## config.mk

```make
export PLATFORM = sky130hd
export DESIGN_NAME = i2s_tx
export DESIGN_NICKNAME = d
export VERILOG_FILES = /design/src/rtl/i2s_tx_pkg.sv /design/src/rtl/i2s_tx_clkgen.sv /design/src/rtl/i2s_tx_shifter.sv /design/src/rtl/i2s_tx_pingate.sv /design/src/rtl/i2s_tx.sv
export SDC_FILE = /design/constraint.sdc
export NUM_CORES = 1
export LEC_CHECK = 0
export ABC_AREA = 1
export CAP_MARGIN = 25
export CORE_MARGIN = 2
export CORE_UTILIZATION = 40
export CTS_CLUSTER_SIZE = 28
export DETAILED_ROUTE_END_ITERATION = 6
export PLACE_DENSITY = 0.66
export SLEW_MARGIN = 20
export SYNTH_ARGS = -nofsm -noshare
export SYNTH_HDL_FRONTEND = slang
export SYNTH_SLANG_ARGS = --single-unit
```

## constraint.sdc

```tcl
create_clock -name clk_i -period 1.8 [get_ports clk_i]
set_input_delay 0.27 -clock clk_i [delete_from_list [all_inputs] [get_ports clk_i]]
set_output_delay 0.27 -clock clk_i [all_outputs]
set_load 0.1 [all_outputs]
```

## src/rtl/i2s_tx_pkg.sv

```systemverilog
package i2s_tx_pkg;

  typedef enum logic [1:0] {
    MODE_STEREO = 2'b00,
    MODE_MONO_R = 2'b01,
    MODE_MONO_L = 2'b10,
    MODE_MUTE   = 2'b11
  } chmode_e;

  // 1 when the given slot (0 = left, 1 = right) carries data in mode m
  function automatic logic keep_slot(chmode_e m, logic right);
    case (m)
      MODE_STEREO: keep_slot = 1'b1;
      MODE_MONO_L: keep_slot = ~right;
      MODE_MONO_R: keep_slot = right;
      default:     keep_slot = 1'b0;
    endcase
  endfunction

endpackage

```

## src/rtl/i2s_tx_clkgen.sv

```systemverilog
module i2s_tx_clkgen #(
  parameter int unsigned MCLK_HALF = 1,
  parameter int unsigned BCLK_HALF = 4
) (
  input  logic clk_i,
  input  logic rst_ni,
  input  logic en_i,
  output logic mclk_o,
  output logic bclk_o,
  output logic bclk_fall_o
);
  localparam int unsigned MCW = $clog2(MCLK_HALF) + 1;
  localparam int unsigned BCW = $clog2(BCLK_HALF) + 1;
  localparam logic [MCW-1:0] M_LAST = MCW'(MCLK_HALF - 1);
  localparam logic [BCW-1:0] B_LAST = BCW'(BCLK_HALF - 1);

  logic [MCW-1:0] mcnt_q;
  logic [BCW-1:0] bcnt_q;
  logic mclk_q, bclk_q, m_wrap, b_wrap;

  assign m_wrap = (mcnt_q == M_LAST);
  assign b_wrap = (bcnt_q == B_LAST);

  always_ff @(posedge clk_i or negedge rst_ni) begin
    if (!rst_ni) begin
      mcnt_q <= '0;
      mclk_q <= 1'b0;
    end else if (!en_i) begin
      mcnt_q <= '0;
      mclk_q <= 1'b0;
    end else if (m_wrap) begin
      mcnt_q <= '0;
      mclk_q <= ~mclk_q;
    end else begin
      mcnt_q <= mcnt_q + 1'b1;
    end
  end

  always_ff @(posedge clk_i or negedge rst_ni) begin
    if (!rst_ni) begin
      bcnt_q <= '0;
      bclk_q <= 1'b0;
    end else if (!en_i) begin
      bcnt_q <= '0;
      bclk_q <= 1'b0;
    end else if (b_wrap) begin
      bcnt_q <= '0;
      bclk_q <= ~bclk_q;
    end else begin
      bcnt_q <= bcnt_q + 1'b1;
    end
  end

  assign mclk_o      = mclk_q;
  assign bclk_o      = bclk_q;
  assign bclk_fall_o = en_i & b_wrap & bclk_q;

  AST_BCLK_HALF_PERIOD: assert property (@(posedge clk_i) disable iff (!rst_ni)
    (en_i && b_wrap) |=> (bclk_q != $past(bclk_q)));

endmodule

```

## src/rtl/i2s_tx_shifter.sv

```systemverilog
module i2s_tx_shifter
  import i2s_tx_pkg::*;
#(
  parameter int unsigned SLOT_W = 16
) (
  input  logic                  clk_i,
  input  logic                  rst_ni,
  input  logic                  en_i,
  input  logic                  tick_i,
  input  logic                  start_i,
  input  chmode_e               mode_i,
  input  logic [2*SLOT_W-1:0]   word_i,
  input  logic                  empty_i,
  output logic                  rd_o,
  output logic                  ws_o,
  output logic                  sd_o
);
  localparam int unsigned WORD_W = 2 * SLOT_W;
  localparam int unsigned IW     = $clog2(WORD_W);
  localparam logic [IW-1:0] LAST  = IW'(WORD_W - 1);
  localparam logic [IW-1:0] WS_ON = IW'(SLOT_W - 1);

  logic              run_q, ws_q, sd_q, load;
  logic [IW-1:0]     idx_q, idx_n;
  logic [WORD_W-1:0] sr_q, src, word_m;

  assign load  = tick_i && (idx_q == LAST) && start_i;
  assign rd_o  = load && !empty_i;
  assign idx_n = idx_q + 1'b1;
  assign src   = empty_i ? '0 : word_i;  // underrun sends silence
  assign word_m = {keep_slot(mode_i, 1'b0) ? src[WORD_W-1:SLOT_W] : {SLOT_W{1'b0}},
                   keep_slot(mode_i, 1'b1) ? src[SLOT_W-1:0]      : {SLOT_W{1'b0}}};

  always_ff @(posedge clk_i or negedge rst_ni) begin
    if (!rst_ni) begin
      run_q <= 1'b0;
      idx_q <= LAST;
      sr_q  <= '0;
      sd_q  <= 1'b0;
      ws_q  <= 1'b0;
    end else if (!en_i) begin
      run_q <= 1'b0;
      idx_q <= LAST;
      sr_q  <= '0;
      sd_q  <= 1'b0;
      ws_q  <= 1'b0;
    end else if (tick_i) begin
      if (idx_q == LAST) begin
        if (start_i) begin
          run_q <= 1'b1;
          idx_q <= '0;
          sd_q  <= word_m[WORD_W-1];
          sr_q  <= {word_m[WORD_W-2:0], 1'b0};
          ws_q  <= 1'b0;
        end else begin
          run_q <= 1'b0;
          sd_q  <= 1'b0;
          ws_q  <= 1'b0;
        end
      end else begin
        idx_q <= idx_n;
        sd_q  <= sr_q[WORD_W-1];
        sr_q  <= {sr_q[WORD_W-2:0], 1'b0};
        // word select leads data by one bit
        ws_q  <= (idx_n >= WS_ON) && (idx_n != LAST);
      end
    end
  end

  assign ws_o = ws_q;
  assign sd_o = sd_q;

  AST_RD_AT_BOUNDARY: assert property (@(posedge clk_i) disable iff (!rst_ni)
    rd_o |=> (idx_q == '0));
  AST_WS_LEFT_FIRST: assert property (@(posedge clk_i) disable iff (!rst_ni)
    (run_q && idx_q < WS_ON) |-> !ws_q);
  AST_IDLE_QUIET: assert property (@(posedge clk_i) disable iff (!rst_ni)
    !run_q |-> (!ws_q && !sd_q));
  AST_DIS_STOPS: assert property (@(posedge clk_i) disable iff (!rst_ni)
    !en_i |=> !run_q);
  AST_UNDERRUN_ZERO: assert property (@(posedge clk_i) disable iff (!rst_ni)
    (en_i && load && empty_i) |=> !sd_q);

endmodule

```

## src/rtl/i2s_tx_pingate.sv

```systemverilog
module i2s_tx_pingate (
  input  logic oe_i,
  input  logic pol_i,
  input  logic mclk_i,
  input  logic bclk_i,
  input  logic ws_i,
  input  logic sd_i,
  output logic mclk_o,
  output logic bclk_o,
  output logic ws_o,
  output logic sd_o
);
  always_comb begin
    if (oe_i) begin
      mclk_o = mclk_i;
      bclk_o = bclk_i ^ pol_i;
      ws_o   = ws_i;
      sd_o   = sd_i;
    end else begin
      mclk_o = 1'b0;
      bclk_o = pol_i;  // idle level follows polarity
      ws_o   = 1'b0;
      sd_o   = 1'b0;
    end
  end
endmodule

```

## src/rtl/i2s_tx.sv

```systemverilog
module i2s_tx
  import i2s_tx_pkg::*;
#(
  parameter int unsigned SLOT_W    = 16,
  parameter int unsigned MCLK_HALF = 1,
  parameter int unsigned BCLK_HALF = 4
) (
  input  logic                clk_i,
  input  logic                rst_ni,
  input  logic                en_i,
  input  logic                out_en_i,
  input  logic                start_i,
  input  logic                bclk_pol_i,
  input  logic [1:0]          mode_i,
  input  logic [2*SLOT_W-1:0] fifo_data_i,
  input  logic                fifo_empty_i,
  output logic                fifo_rd_o,
  output logic                mclk_o,
  output logic                bclk_o,
  output logic                ws_o,
  output logic                sd_o
);
  logic mclk_int, bclk_int, tick, ws_int, sd_int;

  i2s_tx_clkgen #(.MCLK_HALF(MCLK_HALF), .BCLK_HALF(BCLK_HALF)) u_clkgen (
    .clk_i       (clk_i),
    .rst_ni      (rst_ni),
    .en_i        (en_i),
    .mclk_o      (mclk_int),
    .bclk_o      (bclk_int),
    .bclk_fall_o (tick)
  );

  i2s_tx_shifter #(.SLOT_W(SLOT_W)) u_shifter (
    .clk_i   (clk_i),
    .rst_ni  (rst_ni),
    .en_i    (en_i),
    .tick_i  (tick),
    .start_i (start_i),
    .mode_i  (chmode_e'(mode_i)),
    .word_i  (fifo_data_i),
    .empty_i (fifo_empty_i),
    .rd_o    (fifo_rd_o),
    .ws_o    (ws_int),
    .sd_o    (sd_int)
  );

  i2s_tx_pingate u_pingate (
    .oe_i   (out_en_i),
    .pol_i  (bclk_pol_i),
    .mclk_i (mclk_int),
    .bclk_i (bclk_int),
    .ws_i   (ws_int),
    .sd_i   (sd_int),
    .mclk_o (mclk_o),
    .bclk_o (bclk_o),
    .ws_o   (ws_o),
    .sd_o   (sd_o)
  );

endmodule

```

==> metrics.yaml <==
run_status:
  status: "finished with violations"
  violations: "negative setup slack"
floorplan:
  die_h_um: 79.8
  fp-row-count: 27
  core_area_mm2: 0.00554
  io_pins: 46
  start_util: 0.415
  die_area_mm2: 0.00637
  die_x_um: 79.8
cells_and_area:
  multi_input_area_mm2: 0.00103
  final_cell_area_mm2: 0.00322
  instances_no_fill: 400
  drive_gt1_frac: 0.232
  final_nets: 372
  regArea_mm2: 0.00108
  insertedDiodeCount: 0
  utilization: 0.582
  fill_cells: 483
  areaGrowthSynthToFinish_pct: 40.2
timing:
  hold_ws_ns: 0.377
  period_share: 1.20
  fin_ws_ns: -0.357
  finalSetupViolations: 38
  maxSlewHeadroom: 0.678
  period_needed_ns: 2.16
  skew_ns: 0.00501
  tightest_slew_ns: 0.482
  slew_violations: 0
  timing.fmax_ghz: 0.464
  fin_setup_tns_ns: -4.53
  rsz0062_at_grt: "true"
  finalHoldViolations: 0
cts:
  clkSinkCount: 43
  cts_tree: "built"
  ctsLongestPathBuffers: 2
  htreeDepth: 2
  numCtsBuffers: 5
  clock-root-buffer: "clkbuf_8"
  cts.clk_slew.worst_paths_ns: 0.08
  insertion_delay_ns: 0.30
drt:
  ant_nets: 0
  wl_per_cell_um: 13.0
  post-route-drc-count: 0
  viasPerCell: 4.88
  vias: 1952
  drt_iter0_markers: 127
  drt_wl_total_um: 5200
  dr.pass1.iters: 4
power_and_ir_drop:
  vdd_drop_max_mv: 0.396
  p_leak_nw: 1.41
  power_density_mw_per_mm2: 678
  total_power_mw: 2.19
worst_hold_path:
  hp-class: "in -> async"
synthesis:
  netlist.area_leader.share: 0.414
  yosysMostFrequentCell: "nand2_1"
  synth_edf_count: 0
  yosysTopAreaCell: "dfrtp_1"
  postSynthCellCount: 264
  synth_commonest_cells: "57 x nand2_1, 38 x dfrtp_1, 37 x o21ai_0, 33 x inv_1, 21 x nand3_1"
  synth.yosys.seq_area_share: 0.471
  synthMuxAreaShare: 0
  synthAdderAreaFrac: 0.0218
  avgSynthCellArea_um2: 8.71
  synth_cell_types: 26
  synth-compound-area-share: 0.200
  synth_area_mm2: 0.00230
  synth_seq_cells: 43
  yosys_warnings: 0
  synth_top_family_by_area: "compound AO/OA/AOI/OAI gates"
  synthXorXnorAreaFrac: 0.00762
  synth-simple-area-share: 0.193
  synthFlopType: "dfrtp_1"
  synth_nets: 309
  synthArstFlopShare: 1.00
  ys_top_cells_by_area: "dfrtp_1 41%, nand2_1 9.3%, o21ai_0 8.1%"
global_route:
  antenna_found_initial: 0
  grt-busiest-layer: "met2"
  met1_usage: 0.225
  grt_pass1_vias: 1911
  met2_usage: 0.299
  grt_pass1_wl_um: 8760
  grt_start_max_net_pins: 22
  grt_util_met3: 0.0373
  grt_remaining_overflow: 0
  track_usage: 0.176
worst_setup_path:
  worstPathArrival_ns: 1.89
  path_class: "reg -> out"
  crit_path_start_kind: "flop"
  critical_path_peak_fanout: 3
  cp.required_ns: 1.53
  end_kind: "output pin"
placement:
  place_congestion: 0.797
  place_hpwl_um: 3610
  port_buffers: 45
  dp.cells: 389
  dpl_cell_area_mm2: 0.00302
  preCtsSetupSlack_ns: -0.0884
flow_run:
  cap_violations: 0
==> per-layer routing <==
| layer | share of wire | wire length (um) | up-vias |
|---|---|---|---|
| li1 | - | - | 995 |
| met5 | 0 | 0 | - |
| met3 | 0.046 | 239 | 4 |
| met4 | 0.0089 | 46 | 0 |
| met1 | 0.46 | 2380 | 908 |
| met2 | 0.49 | 2520 | 45 |
==> timing repair <==
item	CTS	global route
hold buffers	1	0
setup endpoints to repair	37	39
endpoints found under the hold margin	9	0
setup buffers	1	1
pin swaps	4	4
resized for setup	2	5
cloned	1	0
==> layout make-up <==
type | instances | share of cell area
clock buffers | 5 | 0.0214
multi-input cells | 173 | 0.319
flip-flops and latches | 43 | 0.336
clock inverters | 3 | 0.0210
well taps | 72 | 0.0280
inverters | 36 | 0.0439
repair buffers | 68 | 0.231
==> path summary, 6_finish.rpt <==
check | start | endpoint | slack, ns | cells after the start
worst max-delay path | u_shifter.idx_q[0] | fifo_rd_o | -0.36 | 9
worst min-delay path | rst_ni | u_shifter.sr_q[21] | 0.38 | 2
worst max register to register | u_shifter.idx_q[0] | u_shifter.sr_q[7] | -0.14 | 12
worst min register to register | u_clkgen.mclk_o | u_clkgen.mclk_o | 0.43 | 1
max in group asynchronous | rst_ni | u_shifter.idx_q[4] | 0.87 | 3
min in group clk_i | u_clkgen.mclk_o | u_clkgen.mclk_o | 0.43 | 1
==> worst max-delay path, cell delays in order (launching register included) <==
cell and delay (ns):
dfstp_2 0.56, ha_4 0.14, nand2_2 0.05, nor2_1 0.10, ha_2 0.21, inv_4 0.06
nor2_8 0.09, inv_4 0.04, nor3_4 0.14, buf_12 0.20
==> power by group <==
part	internal, mW	switching (mW)	leakage (nW)
clock	0.553	0.343	0.0644
sequential	0.975	0.00532	0.580
combinational	0.157	0.152	0.770
total	1.69	0.501	1.41
==> cell usage in the layout, fill, tap and decap left out, types with 3 or more instances in the layout <==
cell type | Yosys | final
o21ai_1 | 0 | 6
o21ai_2 | 10 | 10
nor2_1 | 15 | 15
buf_12 | 0 | 9
inv_1 | 33 | 33
a22oi_2 | 9 | 13
o21ai_0 | 37 | 31
dfrtp_1 | 38 | 38
dfstp_2 | 5 | 5
a21oi_1 | 3 | 3
clkbuf_8 | 0 | 5
nand3_1 | 21 | 20
clkdlybuf4s50_1 | 0 | 39
nand2_1 | 57 | 55
nand2_2 | 1 | 3
buf_4 | 5 | 16
==> state kept, by name, indices dropped and copies added, names as in the netlist <==
name / cells
u_shifter.sd_o: 1
u_clkgen.mclk_o: 1
u_shifter.sr_q: 31
u_shifter.ws_o: 1
u_clkgen.bcnt_q: 3
u_shifter.idx_q: 5
u_clkgen.bclk_o: 1
==> cell families after synthesis <==
kind of cell	count (synthesis)
AND/OR/NAND/NOR	100
flip-flops	43
adder cells (fa/ha/maj)	4
XOR/XNOR	2
buffers and inverters	48
AO/OA/AOI/OAI	67
Power figures use the tool's default switching activity.
